<file path="src/rtl/kwdt_pkg.sv">
package kwdt_pkg;
   localparam int unsigned SEL_W   = 2;
   localparam int unsigned NUM_SRC = 1 << SEL_W;

   localparam logic [1:0] A_CTRL   = 2'd0;
   localparam logic [1:0] A_COUNT  = 2'd1;
   localparam logic [1:0] A_LIMIT  = 2'd2;
   localparam logic [1:0] A_WINDOW = 2'd3;

   localparam int unsigned B_UPD  = 5;
   localparam int unsigned B_EN   = 7;
   localparam int unsigned B_SEL  = 8;
   localparam int unsigned B_DONE = 10;
   localparam int unsigned B_ULK  = 11;
   localparam int unsigned B_FLAG = 14;

   localparam logic [15:0] KEY_REF_A = 16'hA602;
   localparam logic [15:0] KEY_REF_B = 16'hB480;
   localparam logic [15:0] KEY_ULK_A = 16'hC520;
   localparam logic [15:0] KEY_ULK_B = 16'hD928;

   typedef enum logic [1:0] {
      KS_IDLE = 2'd0,
      KS_REF  = 2'd1,
      KS_ULK  = 2'd2
   } key_state_e;
endpackage

</file>
<file path="src/rtl/kwdt_keydec.sv">
module kwdt_keydec
   import kwdt_pkg::*;
#(
   parameter int unsigned PAIR_GAP = 16
) (
   input  logic        clk,
   input  logic        rst_n,
   input  logic        key_wr,
   input  logic [15:0] key_word,
   output logic        refresh_p,
   output logic        unlock_p
);
   localparam int unsigned GAP_W = $clog2(PAIR_GAP);
   localparam logic [GAP_W-1:0] GAP_LAST = GAP_W'(PAIR_GAP - 1);

   key_state_e       st_q, st_d;
   logic [GAP_W-1:0] gap_q, gap_d;

   always_comb begin
      st_d      = st_q;
      gap_d     = gap_q;
      refresh_p = 1'b0;
      unlock_p  = 1'b0;
      if (key_wr) begin
         unique case (st_q)
            KS_IDLE: begin
               gap_d = '0;
               if (key_word == KEY_REF_A)      st_d = KS_REF;
               else if (key_word == KEY_ULK_A) st_d = KS_ULK;
            end
            KS_REF: begin
               refresh_p = (key_word == KEY_REF_B);
               st_d      = KS_IDLE;
            end
            KS_ULK: begin
               unlock_p = (key_word == KEY_ULK_B);
               st_d     = KS_IDLE;
            end
            default: st_d = KS_IDLE;
         endcase
      end else if (st_q != KS_IDLE) begin
         if (gap_q == GAP_LAST) st_d = KS_IDLE;
         else                   gap_d = gap_q + 1'b1;
      end
   end

   always_ff @(posedge clk or negedge rst_n) begin
      if (!rst_n) begin
         st_q  <= KS_IDLE;
         gap_q <= '0;
      end else begin
         st_q  <= st_d;
         gap_q <= gap_d;
      end
   end
endmodule

</file>
<file path="src/rtl/kwdt_cfg.sv">
module kwdt_cfg
   import kwdt_pkg::*;
#(
   parameter int unsigned DATA_W     = 16,
   parameter int unsigned CNT_W      = 16,
   parameter int unsigned UNLOCK_CYC = 128,
   parameter int unsigned DEF_LIMIT  = 5376
) (
   input  logic              clk,
   input  logic              rst_n,
   input  logic              wr_en,
   input  logic [1:0]        wr_addr,
   input  logic [DATA_W-1:0] wr_data,
   input  logic              unlock_p,
   output logic              ctl_en,
   output logic              ctl_upd,
   output logic [SEL_W-1:0]  ctl_sel,
   output logic [CNT_W-1:0]  limit,
   output logic [CNT_W-1:0]  window,
   output logic              unlocked,
   output logic              recfg_done,
   output logic              flag_clr
);
   localparam int unsigned UL_W = $clog2(UNLOCK_CYC);
   localparam logic [UL_W-1:0] UL_LOAD = UL_W'(UNLOCK_CYC - 1);

   logic            cfg_ok;
   logic            wr_ctrl, wr_lim, wr_win;
   logic [UL_W-1:0] ul_left_q;

   assign cfg_ok   = unlocked | ctl_upd;
   assign wr_ctrl  = wr_en && (wr_addr == A_CTRL);
   assign wr_lim   = wr_en && (wr_addr == A_LIMIT)  && cfg_ok;
   assign wr_win   = wr_en && (wr_addr == A_WINDOW) && cfg_ok;
   assign flag_clr = wr_ctrl && wr_data[B_FLAG];

   always_ff @(posedge clk or negedge rst_n) begin
      if (!rst_n) begin
         ctl_en  <= 1'b0;
         ctl_upd <= 1'b1;
         ctl_sel <= '0;
      end else if (wr_ctrl && cfg_ok) begin
         ctl_en  <= wr_data[B_EN];
         ctl_upd <= wr_data[B_UPD];
         ctl_sel <= wr_data[B_SEL +: SEL_W];
      end
   end

   always_ff @(posedge clk or negedge rst_n) begin
      if (!rst_n) begin
         limit  <= CNT_W'(DEF_LIMIT);
         window <= '0;
      end else begin
         if (wr_lim) limit  <= wr_data[CNT_W-1:0];
         if (wr_win) window <= wr_data[CNT_W-1:0];
      end
   end

   always_ff @(posedge clk or negedge rst_n) begin
      if (!rst_n) begin
         unlocked   <= 1'b0;
         ul_left_q  <= '0;
         recfg_done <= 1'b0;
      end else if (unlock_p) begin
         unlocked   <= 1'b1;
         ul_left_q  <= UL_LOAD;
         recfg_done <= 1'b0;
      end else begin
         if (wr_ctrl && cfg_ok) recfg_done <= 1'b1;
         if (unlocked) begin
            if (wr_ctrl || ul_left_q == '0) unlocked <= 1'b0;
            else                            ul_left_q <= ul_left_q - 1'b1;
         end
      end
   end
endmodule

</file>
<file path="src/rtl/kwdt_core.sv">
module kwdt_core
   import kwdt_pkg::*;
#(
   parameter int unsigned CNT_W  = 16,
   parameter bit          WIN_EN = 1'b1
) (
   input  logic               clk,
   input  logic               rst_n,
   input  logic [NUM_SRC-1:0] tick_src,
   input  logic [SEL_W-1:0]   ctl_sel,
   input  logic               ctl_en,
   input  logic [CNT_W-1:0]   limit,
   input  logic [CNT_W-1:0]   window,
   input  logic               refresh_p,
   input  logic               flag_clr,
   output logic [CNT_W-1:0]   count,
   output logic               irq_flag,
   output logic               rst_req
);
   logic tick, expire, early;

   assign tick   = tick_src[ctl_sel];
   assign expire = ctl_en && (count >= limit);

   generate
      if (WIN_EN) begin : g_window
         assign early = refresh_p && (window != '0) && (count < window);
      end else begin : g_no_window
         assign early = 1'b0;
      end
   endgenerate

   always_ff @(posedge clk or negedge rst_n) begin
      if (!rst_n) begin
         count <= '0;
      end else if (refresh_p) begin
         count <= '0;
      end else if (ctl_en && tick && (count < limit)) begin
         count <= count + 1'b1;
      end
   end

   always_ff @(posedge clk or negedge rst_n) begin
      if (!rst_n) begin
         irq_flag <= 1'b0;
         rst_req  <= 1'b0;
      end else begin
         if (expire)        irq_flag <= 1'b1;
         else if (flag_clr) irq_flag <= 1'b0;
         if (expire || early) rst_req <= 1'b1;
      end
   end
endmodule

</file>
<file path="src/rtl/kwdt_top.sv">
module kwdt_top
   import kwdt_pkg::*;
#(
   parameter int unsigned DATA_W     = 16,
   parameter int unsigned CNT_W      = 16,
   parameter int unsigned PAIR_GAP   = 16,
   parameter int unsigned UNLOCK_CYC = 128,
   parameter int unsigned DEF_LIMIT  = 5376,
   parameter bit          WIN_EN     = 1'b1
) (
   input  logic              clk,
   input  logic              rst_n,
   input  logic              wr_en,
   input  logic [1:0]        wr_addr,
   input  logic [DATA_W-1:0] wr_data,
   input  logic [1:0]        rd_addr,
   output logic [DATA_W-1:0] rd_data,
   input  logic [3:0]        tick_src,
   output logic              irq,
   output logic              rst_req
);
   generate
      if (DATA_W < 16)               begin : g_bad_data  $error("DATA_W must be at least 16"); end
      if (CNT_W > DATA_W)            begin : g_bad_cnt   $error("CNT_W must not exceed DATA_W"); end
      if (PAIR_GAP < 2)              begin : g_bad_gap   $error("PAIR_GAP must be at least 2"); end
      if (UNLOCK_CYC < 2)            begin : g_bad_ulk   $error("UNLOCK_CYC must be at least 2"); end
      if (DEF_LIMIT >= (1 << CNT_W)) begin : g_bad_lim   $error("DEF_LIMIT must fit CNT_W"); end
   endgenerate

   logic             refresh_p, unlock_p;
   logic             ctl_en, ctl_upd, unlocked, recfg_done, flag_clr;
   logic [SEL_W-1:0] ctl_sel;
   logic [CNT_W-1:0] limit, window, count;
   logic [DATA_W-1:0] status_word;

   kwdt_keydec #(.PAIR_GAP(PAIR_GAP)) u_keys (
      .clk       (clk),
      .rst_n     (rst_n),
      .key_wr    (wr_en && (wr_addr == A_COUNT)),
      .key_word  (wr_data[15:0]),
      .refresh_p (refresh_p),
      .unlock_p  (unlock_p)
   );

   kwdt_cfg #(
      .DATA_W     (DATA_W),
      .CNT_W      (CNT_W),
      .UNLOCK_CYC (UNLOCK_CYC),
      .DEF_LIMIT  (DEF_LIMIT)
   ) u_cfg (
      .clk        (clk),
      .rst_n      (rst_n),
      .wr_en      (wr_en),
      .wr_addr    (wr_addr),
      .wr_data    (wr_data),
      .unlock_p   (unlock_p),
      .ctl_en     (ctl_en),
      .ctl_upd    (ctl_upd),
      .ctl_sel    (ctl_sel),
      .limit      (limit),
      .window     (window),
      .unlocked   (unlocked),
      .recfg_done (recfg_done),
      .flag_clr   (flag_clr)
   );

   kwdt_core #(.CNT_W(CNT_W), .WIN_EN(WIN_EN)) u_core (
      .clk       (clk),
      .rst_n     (rst_n),
      .tick_src  (tick_src),
      .ctl_sel   (ctl_sel),
      .ctl_en    (ctl_en),
      .limit     (limit),
      .window    (window),
      .refresh_p (refresh_p),
      .flag_clr  (flag_clr),
      .count     (count),
      .irq_flag  (irq),
      .rst_req   (rst_req)
   );

   always_comb begin
      status_word                 = '0;
      status_word[B_FLAG]         = irq;
      status_word[B_ULK]          = unlocked;
      status_word[B_DONE]         = recfg_done;
      status_word[B_SEL +: SEL_W] = ctl_sel;
      status_word[B_EN]           = ctl_en;
      status_word[B_UPD]          = ctl_upd;
   end

   always_comb begin
      unique case (rd_addr)
         A_CTRL:  rd_data = status_word;
         A_COUNT: rd_data = DATA_W'(count);
         A_LIMIT: rd_data = DATA_W'(limit);
         default: rd_data = DATA_W'(window);
      endcase
   end
endmodule

</file>
<file path="config.mk">
export PLATFORM = sky130hd
export DESIGN_NAME = kwdt_top
export DESIGN_NICKNAME = d
export VERILOG_FILES = /design/src/rtl/kwdt_pkg.sv /design/src/rtl/kwdt_keydec.sv /design/src/rtl/kwdt_cfg.sv /design/src/rtl/kwdt_core.sv /design/src/rtl/kwdt_top.sv
export SDC_FILE = /design/constraint.sdc
export NUM_CORES = 1
export LEC_CHECK = 0
export ABC_AREA = 1
export BUFFER_PORTS_ARGS = -buffer_cell sky130_fd_sc_hd__buf_2
export CAP_MARGIN = 30
export CORE_MARGIN = 5
export CORE_UTILIZATION = 61
export DETAILED_ROUTE_END_ITERATION = 6
export GPL_TIMING_DRIVEN = 0
export PLACE_DENSITY = 0.86
export SYNTH_ARGS = -nofsm -noshare
export SYNTH_HDL_FRONTEND = slang
export SYNTH_HIERARCHICAL = 1
export SYNTH_SLANG_ARGS = --single-unit
</file>
<file path="constraint.sdc">
create_clock -name clk -period 2.15 [get_ports clk]
set_input_delay 0.1075 -clock clk [delete_from_list [all_inputs] [get_ports clk]]
set_output_delay 0.1075 -clock clk [all_outputs]
set_load 0.1 [all_outputs]
</file>
==> metrics.csv <==
metric;value;unit
area_growth;11.7;%
post-place-ws;-0.130;ns
path_max_fanout;10;
clk_pin_slew_worst_paths;0.08;ns
yosys_warnings;6;
ys_seq_area_frac;0.349;
r2r_setup_slack;0.13;ns
fmax;0.495;GHz
ys_seq_elements;69;
vias_per_cell;5.66;
grt-ovfl-total;0;
fin_crit_sh;0.939;
cts.sinks;69;
crit_required;2.40;ns
htree_num_levels;3;
hold_path_class;in2reg;
fp.dieH;100;um
async_flop_share;1.00;
slew_headroom;0.424;
peakVddDrop;0.291;mV
p_leak;2.88;nW
track_usage;0.278;
grt_pass1_vias;4729;
antenna_found_initial;0;
synthDistinctLibCells;41;
placementRows;32;
synth-xor-area-share;0.00530;
port_buffers;42;
clkLatencyLatePin;0.36;ns
cts_buffers;9;
slew_violations;0;
crit_path_end_kind;register;
worst_slew_pin_slew;0.865;ns
cts_setup_buffers;0;
route.final.wire_length;13100;um
nNetsFinal;804;
min_period;2.02;ns
cts.path.max_buffers;2;
cts_root_buf;clkbuf_8;
postPlaceCellArea;5300;um2
hpwlAfterDp;9710;um
design_area;5540;um2
gp_congestion;0.967;
drc_errors;0;
synth_compound_area_frac;0.0787;
grt_max_degree;70;
maxCapViolations;0;
vias;4809;
synth_area;4960;um2
slowest_stage;dfrtp_1;
final_hold_viol_count;0;
core_area;7810;um2
chipWidth;100;um
critPathBufInv;4;
synth_fa_ha_area_frac;0.0858;
final_antenna_net_count;0;
syn_area_per_cell;7.19;um2
setup_viol;0;
cpPeakStageDelay;0.38;ns
syn_nets;750;
synth.mux.area_fraction;0;
crit_family;simple AND/OR/NAND/NOR gates;
crit_type;reg2reg;
pin_count;45;
clock_skew;0.0133;ns
num_antenna_cells;0;
outcome;completed;
start_kind;register;
n_fill_cell;663;
synth_edf_count;0;
cts_tree;yes;
synth_cells;689;
synth_top_family_by_area;simple AND/OR/NAND/NOR gates;
post_drt_wl_per_cell;15.4;um
arrival;2.27;ns
worst_path_most_repeated_cell;nand3_1;
drive_gt1_frac;0.174;
drt_iter0_markers;469;
dr.pass1.iters;6;
p_per_area;484;nW/um2
crit_chain;inv_1, nand3_1, or3_1, nor2_2, clkbuf_4, clkinv_2, buf_2, nand3_1, nand2_1;
start_util;0.635;
synth_ff_type;dfrtp_1;
timing.final.ws_setup;0.131;ns
dieArea;10000;um2
grt_pass1_wl;22200;um
yosys.area_share.simple;0.377;
-- report_power, final --
| group | switching (mW) | internal (mW) |
|---|---|---|
| combinational | 0.130 | 0.0451 |
| sequential | 0.00114 | 1.30 |
| clock | 0.545 | 0.664 |
-- cell usage after synthesis, types with 4 or more instances --
| library cell | instances | area [um2] |
|---|---|---|
| nor3_1 | 5 | 25.0 |
| o21ai_2 | 12 | 105 |
| nand4_1 | 18 | 113 |
| buf_2 | 4 | 20.0 |
| nand2_1 | 204 | 766 |
| dfrtp_1 | 65 | 1630 |
| nor2_2 | 5 | 31.3 |
| dfstp_2 | 4 | 105 |
| nand3_1 | 82 | 410 |
| nor2_4 | 5 | 56.3 |
| o21ai_1 | 22 | 110 |
| inv_2 | 6 | 22.5 |
| nor2_1 | 56 | 210 |
| ha_1 | 34 | 425 |
| buf_6 | 9 | 101 |
| o21ai_0 | 11 | 55.1 |
| nand2_2 | 8 | 50.1 |
| a21oi_1 | 17 | 85.1 |
| inv_1 | 89 | 334 |
-- layer usage --
| metal | vias to the layer above | track usage | wire length [um] |
|---|---|---|---|
| met5 | - | 0 | 0 |
| met4 | 0 | 0.102 | 362 |
| met3 | 35 | 0.0473 | 836 |
| met2 | 184 | 0.479 | 6520 |
| met1 | 2261 | 0.349 | 5400 |
| li1 | 2329 | - | - |
-- through the flow --
step	total power [mW]	hold slack (ns)	util	TNS, ns	cells
5_1_grt	2.77	0.0261	0.709	-0.227	850
6_report	2.68	0.0197	0.709	0	850
4_1_cts	2.69	0.000855	0.708	0	850
2_1_floorplan	1.42	-0.188	-	0	689
3_3_place_gp	1.49	0.366	0.678	-1.06	833
3_5_place_dp	1.50	0.266	0.679	-1.24	833
-- cell type report --
cell class / count / area [um2] / share of cell area
Multi-Input combinational cell: 506 / 2710 / 0.490
Clock inverter: 6 / 95.1 / 0.0172
Inverter: 98 / 377 / 0.0680
Sequential cell: 69 / 1730 / 0.313
Timing Repair Buffer: 43 / 223 / 0.0402
Buffer: 16 / 144 / 0.0260
Clock buffer: 10 / 128 / 0.0230
Tap cell: 102 / 128 / 0.0230
-- flip-flops by register name, indices dropped and copies added (netlist names), 2 cells and up --
name,count
u_keys/gap_q,4
u_cfg/ul_left_q,7
u_cfg/window,16
u_core/count,16
u_cfg/limit,16
u_keys/st_q,2
u_cfg/ctl_sel,2
-- cell usage in the layout, fill, tap and decap left out, types with 4 or more instances in the layout --
cell	n
nand4_1	18
dfrtp_1	64
inv_1	89
o21ai_1	22
inv_2	6
nor2_4	5
nor3_1	5
clkbuf_8	9
dfstp_2	4
o21ai_2	12
nor2_1	55
nor2_2	6
ha_1	34
a21oi_1	17
nand2_2	8
buf_6	9
nand3_1	82
nand2_1	204
o21ai_0	11
buf_2	45
-- repair_timing --
action                                  in CTS  in global routing
endpoints found under the setup margin      10                 11
gates cloned                                 0                  0
resized for setup                            1                  6
hold buffers                                 1                  0
hold endpoints to repair                    65                  0
-- worst min-delay path, stage by stage --
cell	delay [ns]
buf_2	0.11
inv_1	0.08
o21ai_1	0.08
-- cell families after synthesis --
group,Yosys count
AOI/OAI and AO/OA,66
xor gates and xnor gates,3
adders and majority gates,34
buffers and inverters,114
DFF,69
and+or+nand+nor,403
-- worst paths after layout --
kind,startpoint,end,cells after the start
setup / recovery,u_keys/st_q[1]$_DFFE_PN0P_,u_core/count[6]$_DFFE_PN0P_,9
hold / removal,wr_data[10],u_cfg/limit[10]$_DFFE_PN1P_,3
setup reg to reg,u_keys/st_q[1]$_DFFE_PN0P_,u_core/count[6]$_DFFE_PN0P_,9
hold reg to reg,u_cfg/limit[8]$_DFFE_PN1P_,u_cfg/limit[8]$_DFFE_PN1P_,2
max in group asynchronous,rst_n,u_core/count[9]$_DFFE_PN0P_,2
min in group asynchronous,rst_n,u_core/count[2]$_DFFE_PN0P_,2
(Power assumes the default switching activity.)
